==> config.mk <==
export PLATFORM = sky130hd
export DESIGN_NAME = cbt_bit_timer
export DESIGN_NICKNAME = d
export VERILOG_FILES = /design/src/rtl/cbt_pkg.sv /design/src/rtl/cbt_quantum_gen.sv /design/src/rtl/cbt_rx_tracker.sv /design/src/rtl/cbt_seg_seq.sv /design/src/rtl/cbt_bit_timer.sv
export SDC_FILE = /design/constraint.sdc
export NUM_CORES = 1
export LEC_CHECK = 0
export ABC_AREA = 1
export ABC_CLOCK_PERIOD_IN_PS = 4800
export BUFFER_PORTS_ARGS = -buffer_cell sky130_fd_sc_hd__buf_2
export CORE_ASPECT_RATIO = 0.6
export CORE_MARGIN = 1.5
export CORE_UTILIZATION = 54
export CTS_CLUSTER_DIAMETER = 30
export DETAILED_ROUTE_END_ITERATION = 8
export PLACE_DENSITY = 0.74
export RECOVER_POWER = 50
export SYNTH_ARGS = -nofsm -noshare
export SYNTH_HDL_FRONTEND = slang
export SYNTH_SLANG_ARGS = --single-unit
==> constraint.sdc <==
create_clock -name clk -period 4.8 [get_ports clk]
set_clock_uncertainty 0.1 [all_clocks]
set_input_delay 0 -clock clk [delete_from_list [all_inputs] [get_ports clk]]
set_output_delay 0 -clock clk [all_outputs]
set_load 0.005 [all_outputs]
==> src/rtl/cbt_pkg.sv <==
package cbt_pkg;
  typedef enum logic [1:0] {
    SEG_SYNC = 2'd0,
    SEG_PROP = 2'd1,
    SEG_PH1  = 2'd2,
    SEG_PH2  = 2'd3
  } seg_e;
endpackage

==> src/rtl/cbt_quantum_gen.sv <==
module cbt_quantum_gen #(
  parameter int BRP_W = 6
) (
  input  logic             clk,
  input  logic             rst_n,
  input  logic             restart,
  input  logic [BRP_W-1:0] brp,
  output logic             tick
);
  localparam int CNT_W = BRP_W + 1;

  logic [CNT_W-1:0] cnt_q, cnt_d, cnt_lim;

  // Quantum is 2*(brp+1) clocks, so the terminal count is 2*brp+1.
  assign cnt_lim = {brp, 1'b1};
  assign tick    = (cnt_q == cnt_lim);

  always_comb begin
    if (restart || tick) cnt_d = '0;
    else                 cnt_d = cnt_q + CNT_W'(1);
  end

  always_ff @(posedge clk or negedge rst_n) begin
    if (!rst_n) cnt_q <= '0;
    else        cnt_q <= cnt_d;
  end

  // a quantum is at least two clocks, ticks never come back to back
  a_r1_tick_gap: assert property (@(posedge clk) disable iff (!rst_n)
    tick |=> !tick);
endmodule

==> src/rtl/cbt_rx_tracker.sv <==
module cbt_rx_tracker (
  input  logic clk,
  input  logic rst_n,
  input  logic rx_i,
  input  logic sample,
  output logic fall,
  output logic bit_val
);
  logic rx_q, bit_q, bit_d;

  assign fall    = rx_q & ~rx_i;
  assign bit_val = bit_q;

  always_comb begin
    bit_d = bit_q;
    if (sample) bit_d = rx_i;
  end

  always_ff @(posedge clk or negedge rst_n) begin
    if (!rst_n) begin
      rx_q  <= 1'b1;
      bit_q <= 1'b1;
    end else begin
      rx_q  <= rx_i;
      bit_q <= bit_d;
    end
  end

  // sampled value changes only after a sample strobe
  a_r8_bit_hold: assert property (@(posedge clk) disable iff (!rst_n)
    !sample |=> $stable(bit_q));
  a_r8_bit_capture: assert property (@(posedge clk) disable iff (!rst_n)
    sample |=> (bit_q == $past(rx_i)));
endmodule

==> src/rtl/cbt_seg_seq.sv <==
module cbt_seg_seq
  import cbt_pkg::*;
#(
  parameter int SEG_W = 3,
  parameter int SJW_W = 2
) (
  input  logic             clk,
  input  logic             rst_n,
  input  logic             tick,
  input  logic             fall,
  input  logic             idle,
  input  logic [SEG_W-1:0] prop_cfg,
  input  logic [SEG_W-1:0] ph1_cfg,
  input  logic [SEG_W-1:0] ph2_cfg,
  input  logic [SJW_W-1:0] sjw_cfg,
  output logic             restart,
  output logic             sample,
  output logic             bit_start
);
  localparam int LEN_W = SEG_W + 2;

  seg_e             seg_q, seg_d;
  logic [LEN_W-1:0] qidx_q, qidx_d;
  logic [LEN_W-1:0] ext_q, ext_d, sub_q, sub_d;
  logic             done_q, done_d, start_q, start_d;

  logic [LEN_W-1:0] prop_len, ph1_len, ph2_len, sjw_len;
  logic [LEN_W-1:0] pos_err, neg_err, pos_corr, ext_now, sub_now, seg_len;
  logic             resync_ok, pos_hit, neg_hit, neg_full, last_q;

  // configured lengths
  always_comb begin
    prop_len = LEN_W'(prop_cfg) + LEN_W'(1);
    ph1_len  = LEN_W'(ph1_cfg)  + LEN_W'(1);
    ph2_len  = LEN_W'(ph2_cfg)  + LEN_W'(1);
    sjw_len  = LEN_W'(sjw_cfg)  + LEN_W'(1);
  end

  // phase error in quanta
  always_comb begin
    case (seg_q)
      SEG_PROP: pos_err = qidx_q + LEN_W'(1);
      SEG_PH1:  pos_err = prop_len + qidx_q + LEN_W'(1);
      default:  pos_err = '0;
    endcase
    neg_err   = ph2_len - qidx_q;
    resync_ok = fall & ~idle & ~done_q;
    pos_hit   = resync_ok & ((seg_q == SEG_PROP) | (seg_q == SEG_PH1));
    neg_hit   = resync_ok & (seg_q == SEG_PH2);
    neg_full  = neg_hit & (neg_err <= sjw_len);
    restart   = (fall & idle) | neg_full;
    pos_corr  = (pos_err < sjw_len) ? pos_err : sjw_len;
    ext_now   = pos_hit ? pos_corr : ext_q;
    sub_now   = (neg_hit & ~neg_full) ? sjw_len : sub_q;
  end

  // current segment length including corrections of this bit
  always_comb begin
    case (seg_q)
      SEG_SYNC: seg_len = LEN_W'(1);
      SEG_PROP: seg_len = prop_len;
      SEG_PH1:  seg_len = ph1_len + ext_now;
      default:  seg_len = ph2_len - sub_now;
    endcase
    last_q = (qidx_q == (seg_len - LEN_W'(1)));
  end

  assign sample    = tick & (seg_q == SEG_PH1) & last_q;
  assign bit_start = start_q;

  // next state
  always_comb begin
    seg_d   = seg_q;
    qidx_d  = qidx_q;
    ext_d   = ext_now;
    sub_d   = sub_now;
    done_d  = done_q | resync_ok;
    start_d = 1'b0;
    if (restart) begin
      seg_d   = SEG_SYNC;
      qidx_d  = '0;
      ext_d   = '0;
      sub_d   = '0;
      done_d  = 1'b0;
      start_d = 1'b1;
    end else if (tick) begin
      if (last_q) begin
        qidx_d = '0;
        case (seg_q)
          SEG_SYNC: seg_d = SEG_PROP;
          SEG_PROP: seg_d = SEG_PH1;
          SEG_PH1:  seg_d = SEG_PH2;
          default: begin
            seg_d   = SEG_SYNC;
            ext_d   = '0;
            sub_d   = '0;
            done_d  = 1'b0;
            start_d = 1'b1;
          end
        endcase
      end else begin
        qidx_d = qidx_q + LEN_W'(1);
      end
    end
  end

  always_ff @(posedge clk or negedge rst_n) begin
    if (!rst_n) begin
      seg_q   <= SEG_SYNC;
      qidx_q  <= '0;
      ext_q   <= '0;
      sub_q   <= '0;
      done_q  <= 1'b0;
      start_q <= 1'b0;
    end else begin
      seg_q   <= seg_d;
      qidx_q  <= qidx_d;
      ext_q   <= ext_d;
      sub_q   <= sub_d;
      done_q  <= done_d;
      start_q <= start_d;
    end
  end

  // an idle-bus falling edge restarts the bit on the next clock
  a_r3_hard_restart: assert property (@(posedge clk) disable iff (!rst_n)
    (fall && idle) |=> (bit_start && seg_q == SEG_SYNC && qidx_q == '0));
  // small negative error ends the bit immediately
  a_r6_full_cancel: assert property (@(posedge clk) disable iff (!rst_n)
    neg_full |=> (bit_start && seg_q == SEG_SYNC));
  // lengthening never exceeds the jump width
  a_r4_ext_capped: assert property (@(posedge clk) disable iff (!rst_n)
    ext_q <= sjw_len);
  // shortening is either absent or exactly the jump width
  a_r5_sub_values: assert property (@(posedge clk) disable iff (!rst_n)
    (sub_q == '0) || (sub_q == sjw_len));
  // after the single evaluated edge the corrections stay put until a new bit
  a_r7_one_adjust: assert property (@(posedge clk) disable iff (!rst_n)
    done_q |=> (bit_start || ($stable(ext_q) && $stable(sub_q))));
  // the sample point never coincides with a bit start
  a_r2_start_no_sample: assert property (@(posedge clk) disable iff (!rst_n)
    bit_start |-> !sample);
endmodule

==> src/rtl/cbt_bit_timer.sv <==
module cbt_bit_timer #(
  parameter int BRP_W = 6,
  parameter int SEG_W = 3,
  parameter int SJW_W = 2
) (
  input  logic             clk,
  input  logic             rst_n,
  input  logic             rx_i,
  input  logic             idle_i,
  input  logic [BRP_W-1:0] brp_i,
  input  logic [SEG_W-1:0] prop_i,
  input  logic [SEG_W-1:0] ph1_i,
  input  logic [SEG_W-1:0] ph2_i,
  input  logic [SJW_W-1:0] sjw_i,
  output logic             tq_tick_o,
  output logic             sample_o,
  output logic             bit_o,
  output logic             bit_start_o
);
  logic tick, restart, fall, sample;

  cbt_quantum_gen #(.BRP_W(BRP_W)) u_qgen (
    .clk     (clk),
    .rst_n   (rst_n),
    .restart (restart),
    .brp     (brp_i),
    .tick    (tick)
  );

  cbt_rx_tracker u_rx (
    .clk     (clk),
    .rst_n   (rst_n),
    .rx_i    (rx_i),
    .sample  (sample),
    .fall    (fall),
    .bit_val (bit_o)
  );

  cbt_seg_seq #(.SEG_W(SEG_W), .SJW_W(SJW_W)) u_seq (
    .clk       (clk),
    .rst_n     (rst_n),
    .tick      (tick),
    .fall      (fall),
    .idle      (idle_i),
    .prop_cfg  (prop_i),
    .ph1_cfg   (ph1_i),
    .ph2_cfg   (ph2_i),
    .sjw_cfg   (sjw_i),
    .restart   (restart),
    .sample    (sample),
    .bit_start (bit_start_o)
  );

  assign tq_tick_o = tick;
  assign sample_o  = sample;
endmodule

==> summary.md <==
| Metric | Value |
|---|---|
| Vias | between 2000 and 3000 |
| CP arrival | 5.56 ns |
| Num rows | 19 |
| Overall power | between 0.002 and 0.0025 W |
| Total CTS buffers | 3 |
| Remaining global-route overflow | 0 |
| First-pass GRT wire length | 12690 µm |
| Required time of the critical path | 4.89 ns |
| Final worst slack | -0.6754 ns |
| Clock slew at the register clock pins of the worst setup and hold paths | 0.11 ns |
| Port bufs | 24 |
| Mapped Nets | 423 |
| Post-synthesis average cell area | between 7 and 8 µm² |
| Starting Density | 57.33% |
| # diodes | 0 |
| Die width | 93.80 µm |
| Core Region | 4659 µm² |
| Number of synthesis warnings | 0 |
| I/O pin total | 25 |
| Leading post-synthesis cells by cell area | dfrtp_1 (24%), ha_1 (15%), nand2_1 (11%), inv_1 (8.7%), nand3_1 (5.8%) |
| Peak supply drop | 0.3356 mV |
| FF+latch area | 703.2 µm² |
| Max-slew violations | 29 |
| Most common cell in the netlist | nand2_1 |
| Post-synthesis async set-or-reset flop share | 100.0% |
| Wirelength per Cell | 16.17 µm |
| Final net count | 529 |
| Layout cells sized above 1 | 34.68% |
| Worst skew pair latency | roughly 0.28 ns |
| Area of the die | ~5400 µm² |
| Vias in the first global route | 2769 |
| Detail Placement HPWL | 5682 µm |
| Yosys top cell by area | dfrtp_1 |
| Slowest CP cell | fa_2 |
| Status | finished with violations |
| Fillers | 318 |
| Critical-path maximum fanout | 6 |
| Failing checks | max-capacitance violations, max-slew violations, negative setup slack |
| Sequential cell area fraction in the yosys report | about a quarter |
| Die height | 57.48 µm |
| CP Launch Type | flop |
| Peak Freq | 182.6 MHz |
| Reported leakage power | ~2.0 nW |
| Multi-input logic area | 1833 µm² |
| Post-synth top area share | 24.36% |
| Drt drc | 0 |
| Flops & latches, synth | 28 |
| Synth-to-Final Area Change | 38.50% |
| Bufs on Longest Clock Path | 2 |
| Post-Syn Area | 2671 µm² |
| Final Setup Violations | 21 |
| ANT nets after route | 0 |
| Largest net degree at the start of global routing | 29 |
| Syn Inst Count | around 370 |
| CTS tree | yes |
| Critical Path Max Stage Delay | around 0.5 ns |
| Clock sinks | 28 |
| Slew headroom | -7.850% |
| Max Used Layer | met4 |
| Slew @ Worst Pin | 1.618 ns |
| Iteration-0 DRC Markers | about 220 |
| Initial antenna violation count | 0 |
| Distinct cells, synth | 40 |
| Most instantiated cells after synthesis | nand2_1 (77), inv_1 (62), ha_1 (33) |
| TritonRoute pass-1 iters | 4 |
| Fin util | 79.40% |
| Number of flops mapped to enable cells by yosys | 0 |
| Top FF cell, synth | dfrtp_1 |
| Min-Delay Path Class | primary input to flop |
| H-tree levels | 1 |
| Final wirelength | 8621 µm |
| Endpoints failing hold | 0 |
| Met3 Wirelength | between 600 and 700 µm |
| Routed met1 length | between 3000 and 4000 µm |
| PD cells | 582.5 nW/µm² |
| Total track usage | a little under a third |
| RSZ-0062 raised after global routing | true |
| WL met2 | 3997 µm |
| MaxCap Viol Count | 1 |
| RD Place Congestion | between 0.9 and 1 |
| Crit Path Class | flop to flop |
| Pre-CTS setup slack | -0.4099 ns |
| Vias/cell | 5.478 |
| CP endpoint kind | flop |
| Tcrit/Tclk final | 114.1% |
| Minimum clock period | 5.475 ns |
| Clock Tree Root | clkbuf_8 |
==> cell type report <==
class	instances	area share, %
clock buffers	4	1.488
inverters	69	7.000
multi-input cells	265	49.54
flip-flops and latches	28	19.01
well taps	63	2.131
repair buffers	104	20.83
==> layer usage <==
metal	vias to the layer above	global-route usage (%)
li1	1387	-
met1	1390	43.21
met2	126	49.79
met3	17	5.867
met4	0	5.544
met5	-	0
==> worst max-delay path, delay by kind of cell, from the launching register on <==
kind / cells / cell delay, ns
compound gates: 8 / 1.31
buf+inv: 8 / 0.72
mux: 1 / 0.10
simple gates: 8 / 0.78
flops: 1 / 0.40
xor+xnor: 1 / 0.14
fa+ha+maj: 6 / 1.82
==> registers in the layout, summed over array words and instances (netlist names) <==
signal / cells
u_seq.bit_start: 1
u_rx.bit_val: 1
u_seq.seg_q: 2
u_qgen.cnt_q: 7
u_seq.done_q: 1
u_rx.rx_q: 1
u_seq.ext_q: 5
u_seq.sub_q: 5
u_seq.qidx_q: 5
==> cell families after synthesis <==
logic type      share of synthesized area [%]
simple gates                            28.34
fa+ha+maj                               18.45
mux                                    0.3747
compound gates                          11.34
xor+xnor                                4.590
buf+inv                                 10.59
flops                                   26.32
==> metrics by stage <==
stage                     std cells  setup TNS, ns  area [µm²]  hold WS [ns]
final                           533         -12.95        3700        0.1278
after global routing            533         -18.25        3700        0.1639
after CTS                       525         -8.676        3515        0.1152
after detailed placement        486         -7.605        3154      -0.03690
after global placement          486         -6.180        3154      -0.04553
after floorplan                 365       -0.01393        2689       -0.3956
==> cell usage in the layout (no fill, tap or decap), drive strengths merged, types with 2 or more instances in the layout <==
master        n
ha           33
dlygate4sd3   3
buf          98
nor2         37
nand3        32
xnor2         5
fa            4
dfrtp        26
o21ai        17
xor2          9
nand4         5
nand2        81
or2           5
clkbuf        7
o211ai        3
a21oi        18
dfstp         2
inv          69
o22ai         6
==> where the power goes <==
part	internal (W)	switching, W
Sequential	0.000296	0.0000550
Combinational	0.000787	0.000865
Clock	0.0000736	0.0000781
Total	0.00116	0.000998
==> timing repair <==
action	CTS	global route
resized for setup	15	27
gates cloned	0	1
endpoints found under the setup margin	21	21
hold buffers	3	0
endpoints found under the hold margin	29	0
setup buffers	32	8
pin swaps	17	26
==> worst paths after layout <==
kind / startpoint / to / slack, ns / cells past startpoint
max: u_seq.qidx_q[0] / u_seq.sub_q[3] / -0.68 / 32
min reg2reg: u_rx.bit_val / u_rx.bit_val / 0.40 / 2
max reg2reg: u_seq.qidx_q[0] / u_seq.sub_q[3] / -0.68 / 32
min: brp_i[0] / u_seq.qidx_q[0] / 0.13 / 6
max in group asynchronous: rst_n / u_qgen.cnt_q[0] / 3.11 / 2
min in group asynchronous: rst_n / u_qgen.cnt_q[2] / 0.55 / 2
Note: power is estimated with default switching activity, not from simulation.
